==> src/rtl/uart_rxq_pkg.sv <==
package uart_rxq_pkg;
  localparam int unsigned BYTE_W  = 8;
  localparam int unsigned FRAME_W = 4;

  // bits per character for a given line format
  function automatic logic [FRAME_W-1:0] frame_bits(input logic [7:0] mode);
    logic [FRAME_W-1:0] n;
    n = 4'd1;
    case (mode[2:1])
      2'd3:    n = n + 4'd6;
      2'd2:    n = n + 4'd7;
      default: n = n + 4'd8;
    endcase
    if (mode[5:3] == 3'd0 || mode[5:3] == 3'd1) n = n + 4'd1;
    n = n + ((mode[7:6] == 2'd3) ? 4'd1 : 4'd2);
    return n;
  endfunction
endpackage

==> src/rtl/rxq_ring.sv <==
module rxq_ring #(
  parameter int unsigned DEPTH = 16,
  parameter int unsigned W     = 8,
  localparam int unsigned AW   = $clog2(DEPTH),
  localparam int unsigned CW   = AW + 1
) (
  input  logic          clk_i,
  input  logic          rst_ni,
  input  logic          flush_i,
  input  logic          wr_i,
  input  logic [W-1:0]  wdata_i,
  input  logic          rd_i,
  output logic [W-1:0]  rdata_o,
  output logic [CW-1:0] count_o,
  output logic          full_o,
  output logic          empty_o
);
  logic [W-1:0]  mem_q [DEPTH];
  logic [AW-1:0] wr_ptr_q, rd_ptr;
  logic [CW-1:0] count_q;

  // oldest entry sits count places behind the write pointer
  assign rd_ptr  = wr_ptr_q - AW'(count_q);
  assign rdata_o = mem_q[rd_ptr];
  assign count_o = count_q;
  assign full_o  = (count_q == CW'(DEPTH));
  assign empty_o = (count_q == '0);

  always_ff @(posedge clk_i) begin
    if (wr_i && !flush_i) mem_q[wr_ptr_q] <= wdata_i;
  end

  always_ff @(posedge clk_i or negedge rst_ni) begin
    if (!rst_ni) begin
      wr_ptr_q <= '0;
      count_q  <= '0;
    end else if (flush_i) begin
      wr_ptr_q <= '0;
      count_q  <= '0;
    end else begin
      if (wr_i) wr_ptr_q <= wr_ptr_q + AW'(1);
      case ({wr_i, rd_i})
        2'b10:   count_q <= count_q + CW'(1);
        2'b01:   count_q <= count_q - CW'(1);
        default: count_q <= count_q;
      endcase
    end
  end


  count_bound_chk: assert property (@(posedge clk_i) disable iff (!rst_ni)
    count_q <= CW'(DEPTH));

  no_write_when_full_chk: assert property (@(posedge clk_i) disable iff (!rst_ni)
    (wr_i && full_o) |-> rd_i);

  no_read_when_empty_chk: assert property (@(posedge clk_i) disable iff (!rst_ni)
    rd_i |-> !empty_o);
endmodule

==> src/rtl/rxq_timer.sv <==
module rxq_timer
  import uart_rxq_pkg::*;
#(
  parameter int unsigned BCW = 16,
  localparam int unsigned WW = BCW + 6
) (
  input  logic           clk_i,
  input  logic           rst_ni,
  input  logic           restart_i,
  input  logic [7:0]     mode_i,
  input  logic [BCW-1:0] bit_cycles_i,
  output logic           expire_o
);
  logic [WW-1:0] win, cnt_q;
  logic          armed_q;

  assign win = (WW'(frame_bits(mode_i)) * WW'(bit_cycles_i)) << 2;

  always_ff @(posedge clk_i or negedge rst_ni) begin
    if (!rst_ni) begin
      cnt_q    <= '0;
      armed_q  <= 1'b0;
      expire_o <= 1'b0;
    end else begin
      expire_o <= 1'b0;
      if (restart_i) begin
        cnt_q   <= win;
        armed_q <= (win != '0);
      end else if (armed_q) begin
        if (cnt_q == WW'(1)) begin
          armed_q  <= 1'b0;
          cnt_q    <= '0;
          expire_o <= 1'b1;
        end else begin
          cnt_q <= cnt_q - WW'(1);
        end
      end
    end
  end


  expire_needs_armed_chk: assert property (@(posedge clk_i) disable iff (!rst_ni)
    expire_o |-> ($past(armed_q) && !$past(restart_i)));

  expire_single_chk: assert property (@(posedge clk_i) disable iff (!rst_ni)
    expire_o |=> !expire_o);
endmodule

==> src/rtl/uart_rxq.sv <==
module uart_rxq
  import uart_rxq_pkg::*;
#(
  parameter int unsigned DEPTH = 16,
  parameter int unsigned BCW   = 16,
  localparam int unsigned CW   = $clog2(DEPTH) + 1
) (
  input  logic              clk_i,
  input  logic              rst_ni,
  input  logic              ctrl_we_i,
  input  logic [3:0]        ctrl_wdata_i,
  output logic [3:0]        ctrl_o,
  input  logic [7:0]        mode_i,
  input  logic [BCW-1:0]    bit_cycles_i,
  input  logic              push_i,
  input  logic [BYTE_W-1:0] push_data_i,
  input  logic              break_i,
  input  logic              pop_i,
  output logic [BYTE_W-1:0] pop_data_o,
  output logic [CW-1:0]     count_o,
  output logic              overflow_o,
  output logic              timeout_o
);
  logic              en_q, dis_q, rx_on, flush, char_in;
  logic              wr_ok, rd_ok, ovf_d, full, empty;
  logic [BYTE_W-1:0] char_data, rdata;

  assign rx_on     = en_q & ~dis_q;
  assign flush     = ctrl_we_i & ctrl_wdata_i[0];
  assign char_in   = push_i | break_i;
  assign char_data = break_i ? '0 : push_data_i;
  assign rd_ok     = pop_i & rx_on & ~empty & ~flush;
  assign wr_ok     = char_in & rx_on & ~flush & (~full | rd_ok);
  assign ovf_d     = char_in & rx_on & ~flush & full & ~rd_ok;
  assign pop_data_o = (rx_on && !empty) ? rdata : '0;
  assign ctrl_o    = {dis_q, en_q, 2'b00};

  always_ff @(posedge clk_i or negedge rst_ni) begin
    if (!rst_ni) begin
      en_q       <= 1'b0;
      dis_q      <= 1'b1;
      overflow_o <= 1'b0;
    end else begin
      overflow_o <= ovf_d;
      if (ctrl_we_i) begin
        en_q  <= ctrl_wdata_i[2];
        dis_q <= ctrl_wdata_i[3];
      end
    end
  end

  rxq_ring #(.DEPTH(DEPTH), .W(BYTE_W)) u_ring (
    .clk_i   (clk_i),
    .rst_ni  (rst_ni),
    .flush_i (flush),
    .wr_i    (wr_ok),
    .wdata_i (char_data),
    .rd_i    (rd_ok),
    .rdata_o (rdata),
    .count_o (count_o),
    .full_o  (full),
    .empty_o (empty)
  );

  rxq_timer #(.BCW(BCW)) u_timer (
    .clk_i        (clk_i),
    .rst_ni       (rst_ni),
    .restart_i    (wr_ok),
    .mode_i       (mode_i),
    .bit_cycles_i (bit_cycles_i),
    .expire_o     (timeout_o)
  );


  gated_hold_chk: assert property (@(posedge clk_i) disable iff (!rst_ni)
    (!rx_on && !flush) |=> $stable(count_o));

  overflow_cause_chk: assert property (@(posedge clk_i) disable iff (!rst_ni)
    overflow_o |-> ($past(count_o) == CW'(DEPTH) && count_o == CW'(DEPTH)));

  flush_empties_chk: assert property (@(posedge clk_i) disable iff (!rst_ni)
    flush |=> (count_o == '0));

  full_swap_chk: assert property (@(posedge clk_i) disable iff (!rst_ni)
    (push_i && pop_i && rx_on && !flush && count_o == CW'(DEPTH))
      |=> (!overflow_o && count_o == CW'(DEPTH)));
endmodule

==> config.mk <==
export PLATFORM = sky130hd
export DESIGN_NAME = uart_rxq
export DESIGN_NICKNAME = d
export VERILOG_FILES = /design/src/rtl/uart_rxq_pkg.sv /design/src/rtl/rxq_ring.sv /design/src/rtl/rxq_timer.sv /design/src/rtl/uart_rxq.sv
export SDC_FILE = /design/constraint.sdc
export NUM_CORES = 1
export LEC_CHECK = 0
export CORE_MARGIN = 2
export CORE_UTILIZATION = 52
export DETAILED_ROUTE_END_ITERATION = 16
export HOLD_SLACK_MARGIN = 0.08
export PLACE_DENSITY_LB_ADDON = 0.05
export SLEW_MARGIN = 20
export SYNTH_ARGS = -nofsm -noshare
export SYNTH_HDL_FRONTEND = slang
export SYNTH_SLANG_ARGS = --single-unit
==> constraint.sdc <==
create_clock -name clk_i -period 4.1 [get_ports clk_i]
set_clock_uncertainty 0.2 [all_clocks]
set_input_delay 0.82 -clock clk_i [delete_from_list [all_inputs] [get_ports clk_i]]
set_output_delay 0.82 -clock clk_i [all_outputs]
set_load 0.03 [all_outputs]
==> reports/metrics.csv, run 1 <==
metric,value,unit
number of buffers on the longest clock path,2,
RSZ-0062 raised after global routing,yes,
"Avg Cell Area, Syn",11.93,um2
Peak supply drop,0.4648,mV
synth top area cells,"edfxtp_1, dfrtp_1, mux4_2",
largest net degree at the start of global routing,37,
root buf cell,clkbuf_16,
post-layout util,70.76,%
Yosys top cell area share,40.04,%
Worst Setup End Kind,flop,
"Slew Viols, Final",0,
area growth from synthesis to layout,32.86,%
Mapped Cells,805,
antenna violations before repair,0,
path type of the worst min-delay path,in2async,
Residual DRC,0,
clock tree from TritonCTS,built,
n_diodes,0,
fraction of registers with async set/reset,21.95,%
Worst R2R End,u_timer.cnt_q[19],
area of the multi-input gates,5059,um2
r2r setup slk,0.72,ns
Post-DP HPWL,15560,um
Ys Warns,0,
relative slew slack,35.50,%
Finished Layout Cells,1220,
FF/Latch Area,4747,um2
"Reg clk slew, reported paths",0.08,ns
GRT Resource Usage Total,23.08,%
input/output buffers,55,
Die X,139.9,um
failing checks,negative setup slack,
Crit Path Class,in2reg,
Fmax,188.3,MHz
Final setup viols,16,
Total Routed Length,21980,um
Final Hold Violating Endpoints,0,
Critical Path AT,5.41,ns
reg-to-reg startpoint,u_timer.cnt_q[6],
core box area,18020,um2
via density per instance,5.678,
cell taking the most area after synthesis,edfxtp_1,
crit path max fanout,4,
# hold bufs at CTS,0,
grt total ovfl,0,
"Power, Total",0.009011,W
number of DRC violations after detailed-routing iteration 0,403,
NumNets Final,1088,
Leakage Power,5.087,nW
CTS sink count,164,
DR vias,6927,
top-count cell post-synth,edfxtp_1,
first-pass GRT wire length,35980,um
Main synth FF type,edfxtp_1,
kind of start point of the critical path,primary input,
Final ANT Viol Nets,0,
FILL cells,1267,
die height,139.9,um
Least-Margin Pin Slew,0.9655,ns
register area share after synthesis,49.43,%
Synth Register Bits,164,
fraction of layout cells with a size suffix above 1,34.41,%
mapped cell area,9600,um2
number of max-cap violations,0,
area post-placement,11440,um2
Worst Slack Setup Final,-1.210,ns
required time worst endpoint,4.20,ns
number of global-route vias before repair,7294,
Site Rows,49,
Placed Cells,1169,
Critical Path Sink,u_timer.armed_q,
Initial Util,53.26,%
fin area,12750,um2
First-pass DRT Iterations,5,
TNS Setup,-12.31,ns
Final Cycle Share,129.5,%
IO Count,61,
"Clk Latency, worst-skew pair",0.43,ns
status,finished with violations,
Final min period,5.310,ns
gpl congestion,0.8425,
worst r2r path cells,7,
H-tree lvl count,4,
total CTS buffers,17,
Unique masters post-synth,65,
Post-synth EDFFs,128,
power density over cell area,706.5,nW/um2
Critical path origin,mode_i[2],
WL per Instance,18.02,um
die area,19570,um2
"top cells by count, synth","edfxtp_1, inv_1, nor2_1",
layer usage:
| metal | global-route usage [%] | wire length, um |
|---|---|---|
| met5 | 0 | 0 |
| met1 | 27.86 | 8792 |
| met3 | 3.372 | 545 |
| met4 | 5.158 | 281 |
| met2 | 43.62 | 12360 |
per-stage QoR:
stage | hold slack (ns) | setup WS, ns
after global routing | 0.3505 | -1.393
after global placement | 0.3076 | -1.859
after CTS | 0.3154 | -1.255
final | 0.2909 | -1.210
after detailed placement | 0.3186 | -1.980
after floorplan | 0.2965 | -1.436
worst max-delay path: stages:
cell and delay, ns:
buf_6 0.09, nor2b_4 0.12, xnor2_2 0.13, ha_2 0.18, fa_2 0.40, xor2_4 0.24
buf_12 0.14, buf_6 0.09, nor2b_2 0.04, fa_1 0.50, inv_1 0.05, fa_1 0.48
inv_2 0.05, ha_4 0.27, and3_4 0.19, a2111oi_4 0.08, buf_4 0.16, a2111oi_4 0.41
buf_4 0.20, nand4b_1 0.12, o311ai_2 0.12, nand4b_1 0.21, nor4_2 0.27, a21oi_1 0.07
how the worst min path moves through the flow:
stage,end,startpoint,depth (start not counted),slack (ns)
final,en_q,rst_ni,1,0.29
after global routing,en_q,rst_ni,1,0.35
after CTS,u_timer.expire_o,rst_ni,1,0.32
after detailed placement,en_q,en_q,1,0.32
after global placement,en_q,en_q,1,0.31
after floorplan,en_q,en_q,1,0.30
registers in the layout, summed over array words and instances, names as in the netlist:
| register | flops |
|---|---|
| u_timer.armed_q | 1 |
| u_timer.expire_o | 1 |
| u_timer.cnt_q | 22 |
| dis_q | 1 |
| u_ring.mem_q | 128 |
| u_ring.wr_ptr_q | 4 |
| overflow_o | 1 |
| u_ring.count_o | 5 |
| en_q | 1 |
cells by family after synthesis:
kind of cell,count (synthesis),share of synthesized area (%)
AOI/OAI and AO/OA,139,9.644
adders and majority gates,68,11.29
buffers and inverters,124,5.070
DFF,164,49.43
muxes,48,9.214
other,1,0.03906
xor gates and xnor gates,21,1.916
and+or+nand+nor,240,13.40
report_power, final:
| part | switching (W) | internal, W | leakage, nW |
|---|---|---|---|
| combinational | 0.00258 | 0.00269 | 3.19 |
| sequential | 0.000157 | 0.00194 | 1.60 |
| clock | 0.000753 | 0.000888 | 0.306 |
placed cells by master (no fill, tap or decap), types with 8 or more instances in the layout:
cell and count:
nor2_1 42, inv_2 8, nor3_1 25, a21o_1 8, nand2_1 35, ha_1 26
clkbuf_16 17, a211oi_2 13, o21ai_0 24, and2_1 29, clkdlybuf4s50_1 40, ha_4 10
a211oi_1 8, a21oi_1 29, nor2b_1 28, mux4_2 32, inv_1 66, nand3_1 9
fa_1 28, buf_6 15, dfrtp_1 34, buf_4 129, edfxtp_1 128, mux2i_1 11
nand2b_1 8
cell type report:
class,instances,share of cell area [%]
multi-input combinational,518,39.66
sequential,164,37.22
timing repair buffer,203,13.77
clock buffer,17,3.335
tap,229,2.246
inverter,74,2.178
clock inverter,15,1.589
what timing repair did:
item | 4_1_cts | 5_1_grt
endpoints found under the setup margin | 24 | 24
pin swaps | 46 | 40
resized for setup | 97 | 49
setup buffers | 9 | 13
Power figures use the tool's default switching activity.
==> run 2: changes to the inputs <==
--- a/config.mk
+++ b/config.mk
@@ -10,7 +10,9 @@
 export DETAILED_ROUTE_END_ITERATION = 16
 export HOLD_SLACK_MARGIN = 0.08
 export PLACE_DENSITY_LB_ADDON = 0.05
+export SKIP_CTS_REPAIR_TIMING = 1
 export SLEW_MARGIN = 20
 export SYNTH_ARGS = -nofsm -noshare
 export SYNTH_HDL_FRONTEND = slang
+export SYNTH_HIERARCHICAL = 1
 export SYNTH_SLANG_ARGS = --single-unit
==> reports/metrics.csv, run 2 <==
metric,value,unit,change
Synth Register Bits,164,,unchanged
number of max-cap violations,0,,unchanged
root buf cell,clkbuf_16,,unchanged
RSZ-0062 raised after global routing,yes,,unchanged
Initial Util,52.99,%,was 53.26%
largest net degree at the start of global routing,37,,unchanged
First-pass DRT Iterations,5,,unchanged
DR vias,7473,,"was 6,927"
Ys Warns,6,,was 0
"commonest non-fill, non-tap cell in the layout",buf_4,,unchanged
power density over cell area,760.7,nW/um2,was 706.5 nW/um2
Die X,142.1,um,was 139.9 um
"Clk Latency, worst-skew pair",0.42,ns,was 0.43 ns
Main synth FF type,edfxtp_1,,unchanged
met2 wire length,13420,um,"was 12,360 um"
"top cells by count, synth","edfxtp_1, inv_1, nor2_1",,unchanged
Leakage Power,5.349,nW,was 5.087 nW
Worst Slack Setup Final,-1.233,ns,was -1.210 ns
input/output buffers,55,,unchanged
area growth from synthesis to layout,34.39,%,was 32.86%
path type of the worst min-delay path,in2async,,unchanged
Worst Setup End Kind,flop,,unchanged
max FFs per register,128,,unchanged
Final Cycle Share,130.1,%,was 129.5%
top-count cell post-synth,edfxtp_1,,unchanged
cell taking the most area after synthesis,edfxtp_1,,unchanged
NumNets Final,1168,,"was 1,088"
relative slew slack,44.41,%,was 35.50%
via density per instance,5.718,,was 5.678
Post-synth EDFFs,128,,unchanged
Met3 Routed Length,621,um,was 545 um
Final Hold Violating Endpoints,0,,unchanged
"Avg Cell Area, Syn",11.33,um2,was 11.93 um2
post-layout util,71.21,%,was 70.76%
number of buffers on the longest clock path,2,,unchanged
clock tree from TritonCTS,built,,unchanged
antenna violations before repair,0,,unchanged
required time worst endpoint,4.20,ns,about the same
total CTS buffers,17,,unchanged
Peak supply drop,0.4424,mV,was 0.4648 mV
register area share after synthesis,47.88,%,was 49.43%
Top reg by flops,u_ring/mem_q,,was u_ring.mem_q
DRT met1 WL,9703,um,was 8792 um
die height,142.1,um,was 139.9 um
Site Rows,50,,was 49
mapped cell area,9912,um2,was 9600 um2
number of global-route vias before repair,7499,,"was 7,294"
synth top area cells,"edfxtp_1, dfrtp_1, fa_1",,"was edfxtp_1, dfrtp_1, mux4_2"
Total Routed Length,24220,um,"was 21,980 um"
grt total ovfl,0,,unchanged
gpl congestion,0.8673,,was 0.8425
"Slew Viols, Final",0,,unchanged
H-tree lvl count,4,,unchanged
Final ANT Viol Nets,0,,unchanged
FILL cells,1303,,"was 1,267"
dpl ws,-1.929,ns,was -1.980 ns
Hold WS,0.2919,ns,was 0.2909 ns
fin area,13320,um2,"was 12,750 um2"
crit path max fanout,5,,was 4
most frequent cells in the layout,"buf_4, edfxtp_1, nor2_1",,"was buf_4, edfxtp_1, inv_1"
Residual DRC,0,,unchanged
Post-DP HPWL,16490,um,"was 15,560 um"
area post-placement,11660,um2,"was 11,440 um2"
Crit-path slowest cell,fa_1,,unchanged
failing checks,negative setup slack,,unchanged
"Cell Chain, Critical Path",buf_6 > nor2b_4 > xnor2_2 > ha_4 > inv_2 > fa_2 > xor2_4 > buf_6 > and2_4 > fa_1 > inv_1 > fa_1 > inv_2 > ha_4 > a21o_1 > a21o_1 > or3_4 > a222oi_1 > nand4_1 > nor4_2 > nor2_1,,was buf_6 > nor2b_4 > xnor2_2 > ha_2 > fa_2 > xor2_4 > buf_12 > buf_6 > nor2b_2 > fa_1 > inv_1 > fa_1 > inv_2 > ha_4 > and3_4 > a2111oi_4 > buf_4 > a2111oi_4 > buf_4 > nand4b_1 > o311ai_2 > nand4b_1 > nor4_2 > a21oi_1
Crit Path Class,in2reg,,unchanged
first-pass GRT wire length,37340,um,"was 35,980 um"
Mapped Cells,875,,was 805
die area,20180,um2,"was 19,570 um2"
Unique masters post-synth,83,,was 65
GRT Resource Usage Total,23.85,%,was 23.08%
Fmax,187.5,MHz,was 188.3 MHz
Final min period,5.333,ns,was 5.310 ns
"Reg clk slew, reported paths",0.07,ns,was 0.08 ns
Top Metal Used,met4,,unchanged
Final setup viols,24,,was 16
fraction of layout cells with a size suffix above 1,37.09,%,was 34.41%
status,finished with violations,,unchanged
Least-Margin Pin Slew,0.8339,ns,was 0.9655 ns
Yosys top cell area share,38.78,%,was 40.04%
WL per Instance,18.53,um,was 18.02 um
number of DRC violations after detailed-routing iteration 0,419,,was 403
kind of start point of the critical path,primary input,,unchanged
Critical Path AT,5.43,ns,was 5.41 ns
max incr delay on CP,0.53,ns,was 0.50 ns
CTS sink count,164,,unchanged
fraction of registers with async set/reset,21.95,%,unchanged
IO Count,61,,unchanged
core box area,18710,um2,"was 18,020 um2"
n_diodes,0,,unchanged
## run 2: kinds of logic after synthesis
logic type      Yosys count  share of synthesized area, %
compound gates          152                         10.99
xor+xnor                 17                         1.654
fa+ha+maj                66                         10.60
buf+inv                 127                         5.806
flops                   164                         47.88
mux                      80                         8.609
other cells               1                       0.03783
simple gates            268                         14.42
## run 2: cell type report
type                    count  area [um2]  area share (%)
repair buffers            214        1874           14.07
well taps                 234       292.8           2.198
multi-input cells         586        5545           41.63
clock buffers              18       429.2           3.222
flip-flops and latches    164        4746           35.63
clock inverters            14       143.9           1.080
inverters                  77       289.0           2.170
## run 2: worst paths after layout
kind	startpoint	to	slack [ns]	cells past startpoint
worst max-delay path	mode_i[2]	u_timer/armed_q	-1.23	21
worst min-delay path	rst_ni	u_ring/count_o[3]	0.29	1
worst max register to register	u_ring/count_o[0]	u_ring/count_o[4]	0.86	13
worst min register to register	u_timer/cnt_q[14]	u_timer/cnt_q[14]	0.35	2
max in group asynchronous	rst_ni	u_timer/armed_q	2.87	1
min in group clk_i	u_timer/cnt_q[14]	u_timer/cnt_q[14]	0.35	2
## run 2: critical path, delay by kind of cell
family / cells / cell delay [ns]
adder cells (fa/ha/maj): 5 / 1.89
AND/OR/NAND/NOR: 6 / 1.12
AO/OA/AOI/OAI: 3 / 0.78
XOR/XNOR: 2 / 0.45
buffers and inverters: 5 / 0.37
## run 2: per-layer routing
layer	up-vias	GRT usage (%)
met5	-	0
met4	0	7.579
met3	33	3.600
met2	140	44.37
met1	3779	28.31
li1	3521	-
## run 2: where the power goes
part	internal [W]	leakage (nW)	switching (W)
combinational	0.00335	3.47	0.00316
sequential	0.00194	1.60	0.000144
clock	0.000856	0.274	0.000681
## run 2: stage by stage
step | std cells | power (W) | setup TNS, ns
6_report | 1307 | 0.01013 | -12.82
5_1_grt | 1307 | 0.01071 | -16.07
4_1_cts | 1275 | 0.008526 | -21.66
3_5_place_dp | 1243 | 0.006973 | -26.14
3_3_place_gp | 1243 | 0.006877 | -24.25
2_1_floorplan | 876 | 0.005434 | -9.832
==> run 3: changes to the inputs <==
--- a/config.mk
+++ b/config.mk
@@ -7,6 +7,7 @@
 export LEC_CHECK = 0
 export CORE_MARGIN = 2
 export CORE_UTILIZATION = 52
+export CTS_BUF_LIST = sky130_fd_sc_hd__clkbuf_16
 export DETAILED_ROUTE_END_ITERATION = 16
 export HOLD_SLACK_MARGIN = 0.08
 export PLACE_DENSITY_LB_ADDON = 0.05
==> reports/metrics.csv, run 3 (same netlist as run 2, synthesis figures left out) <==
metric,value,unit,change
CTS sink count,164,,unchanged
clock tree from TritonCTS,built,,unchanged
sw frac,39.34,%,was 39.33%
number of global-route vias before repair,7499,,unchanged
r2r setup slk,0.86,ns,about the same
Leakage Power,5.353,nW,was 5.349 nW
die area,20180,um2,unchanged
Residual DRC,0,,unchanged
Critical Path AT,5.43,ns,about the same
dpl ws,-1.929,ns,unchanged
Worst Setup End Kind,flop,,unchanged
Final Hold Violating Endpoints,0,,unchanged
Crit Path Class,in2reg,,unchanged
Crit path max-delay family,adder cells,,unchanged
total CTS buffers,17,,unchanged
Fmax,187.5,MHz,about the same
Die X,142.1,um,unchanged
Hold WS,0.2915,ns,was 0.2919 ns
Gate power share,64.2,%,about the same
H-tree lvl count,4,,unchanged
kind of start point of the critical path,primary input,,unchanged
Initial Util,52.99,%,unchanged
"Cell Chain, Critical Path",buf_6 > nor2b_4 > xnor2_2 > ha_4 > inv_2 > fa_2 > xor2_4 > buf_6 > and2_4 > fa_1 > inv_1 > fa_1 > inv_2 > ha_4 > a21o_1 > a21o_1 > or3_4 > a222oi_1 > nand4_1 > nor4_2 > nor2_1,,unchanged
Final ANT Viol Nets,0,,unchanged
FILL cells,1303,,unchanged
number of DRC violations after detailed-routing iteration 0,419,,unchanged
input/output buffers,55,,unchanged
Top reg by flops,u_ring/mem_q,,unchanged
clock group share of total power,15.2,%,about the same
Crit-path slowest cell,fa_1,,unchanged
reg-to-reg startpoint,u_ring/count_o[0],,unchanged
RSZ-0062 raised after global routing,yes,,unchanged
power density over cell area,760.5,nW/um2,was 760.7 nW/um2
"Slew Viols, Final",0,,unchanged
required time worst endpoint,4.20,ns,about the same
path type of the worst min-delay path,in2async,,unchanged
Site Rows,50,,unchanged
DR vias,7468,,"was 7,473"
"Reg clk slew, reported paths",0.07,ns,about the same
via density per instance,5.714,,was 5.718
WL per Instance,18.53,um,about the same
"commonest non-fill, non-tap cell in the layout",buf_4,,unchanged
failing checks,negative setup slack,,unchanged
antenna violations before repair,0,,unchanged
Total Routed Length,24210,um,"was 24,220 um"
relative slew slack,44.44,%,was 44.41%
number of buffers on the longest clock path,2,,unchanged
"Clk Latency, worst-skew pair",0.42,ns,about the same
Worst R2R End,u_ring/count_o[4],,unchanged
first-pass GRT wire length,37340,um,unchanged
Least-Margin Pin Slew,0.8333,ns,was 0.8339 ns
"Power, Total",0.01013,W,about the same
NumNets Final,1168,,unchanged
First-pass DRT Iterations,5,,unchanged
crit path max fanout,5,,unchanged
area growth from synthesis to layout,34.39,%,unchanged
number of max-cap violations,0,,unchanged
IO Count,61,,unchanged
max FFs per register,128,,unchanged
Final min period,5.333,ns,about the same
P_int,0.006145,W,was 0.006147 W
gpl congestion,0.8673,,unchanged
area of the multi-input gates,5545,um2,unchanged
max incr delay on CP,0.53,ns,about the same
Final setup viols,24,,unchanged
root buf cell,clkbuf_16,,unchanged
largest net degree at the start of global routing,37,,unchanged
GRT Resource Usage Total,23.85,%,unchanged
post-layout util,71.21,%,unchanged
Worst Slack Setup Final,-1.233,ns,about the same
Crit path depth,21,,unchanged
Post-DP HPWL,16490,um,unchanged
Switch Pwr,0.003985,W,about the same
Final Cycle Share,130.1,%,about the same
FF/Latch Area,4746,um2,unchanged
core box area,18710,um2,unchanged
Peak supply drop,0.4424,mV,unchanged
most frequent cells in the layout,"buf_4, edfxtp_1, nor2_1",,unchanged
"Buf+Inv Stages, Crit Path",5,,unchanged
worst r2r path cells,13,,unchanged
status,finished with violations,,unchanged
fraction of layout cells with a size suffix above 1,37.09,%,unchanged
die height,142.1,um,unchanged
Seq pwr share,20.6,%,about the same
n_diodes,0,,unchanged
grt total ovfl,0,,unchanged
==> run 3: cell type report <==
| cell class | count | share of cell area (%) |
|---|---|---|
| Clock inverter | 15 | 1.108 |
| Clock buffer | 17 | 3.194 |
| Inverter | 77 | 2.170 |
| Tap cell | 234 | 2.198 |
| Sequential cell | 164 | 35.63 |
| Multi-Input combinational cell | 586 | 41.63 |
| Timing Repair Buffer | 214 | 14.07 |
==> run 3: metrics by stage <==
stage	setup TNS [ns]	area (um2)	cells
global route	-16.07	13320	1307
detailed placement	-26.14	11660	1243
CTS	-21.66	12230	1275
finish	-12.82	13320	1307
global placement	-24.25	11660	1243
floorplan	-9.832	10150	876
==> run 3: per-layer routing <==
layer / routed length (um) / track usage, % / vias up / part of all wire (%)
met5: 0 / 0 / - / 0
met1: 9664 / 28.31 / 3773 / 40
met4: 459 / 7.579 / 0 / 1.9
met3: 641 / 3.600 / 31 / 2.6
met2: 13450 / 44.37 / 141 / 56
li1: - / - / 3523 / -
==> run 3: worst max path at each step <==
stage / startpoint / to / slack (ns)
global route: mode_i[2] / u_timer/armed_q / -1.38
floorplan: mode_i[2] / u_timer/armed_q / -1.13
CTS: mode_i[2] / u_timer/armed_q / -1.49
detailed placement: mode_i[2] / u_timer/armed_q / -1.93
global placement: mode_i[2] / u_timer/armed_q / -1.84
finish: mode_i[2] / u_timer/armed_q / -1.23
==> run 3: power by group through the flow <==
stage	sequential, W	clock [W]	combinational, W
2_1_floorplan	0.00213	0	0.00330
3_3_place_gp	0.00211	0	0.00477
3_5_place_dp	0.00211	0	0.00486
4_1_cts	0.00208	0.00155	0.00489
5_1_grt	0.00211	0.00162	0.00698
6_report	0.00209	0.00153	0.00651
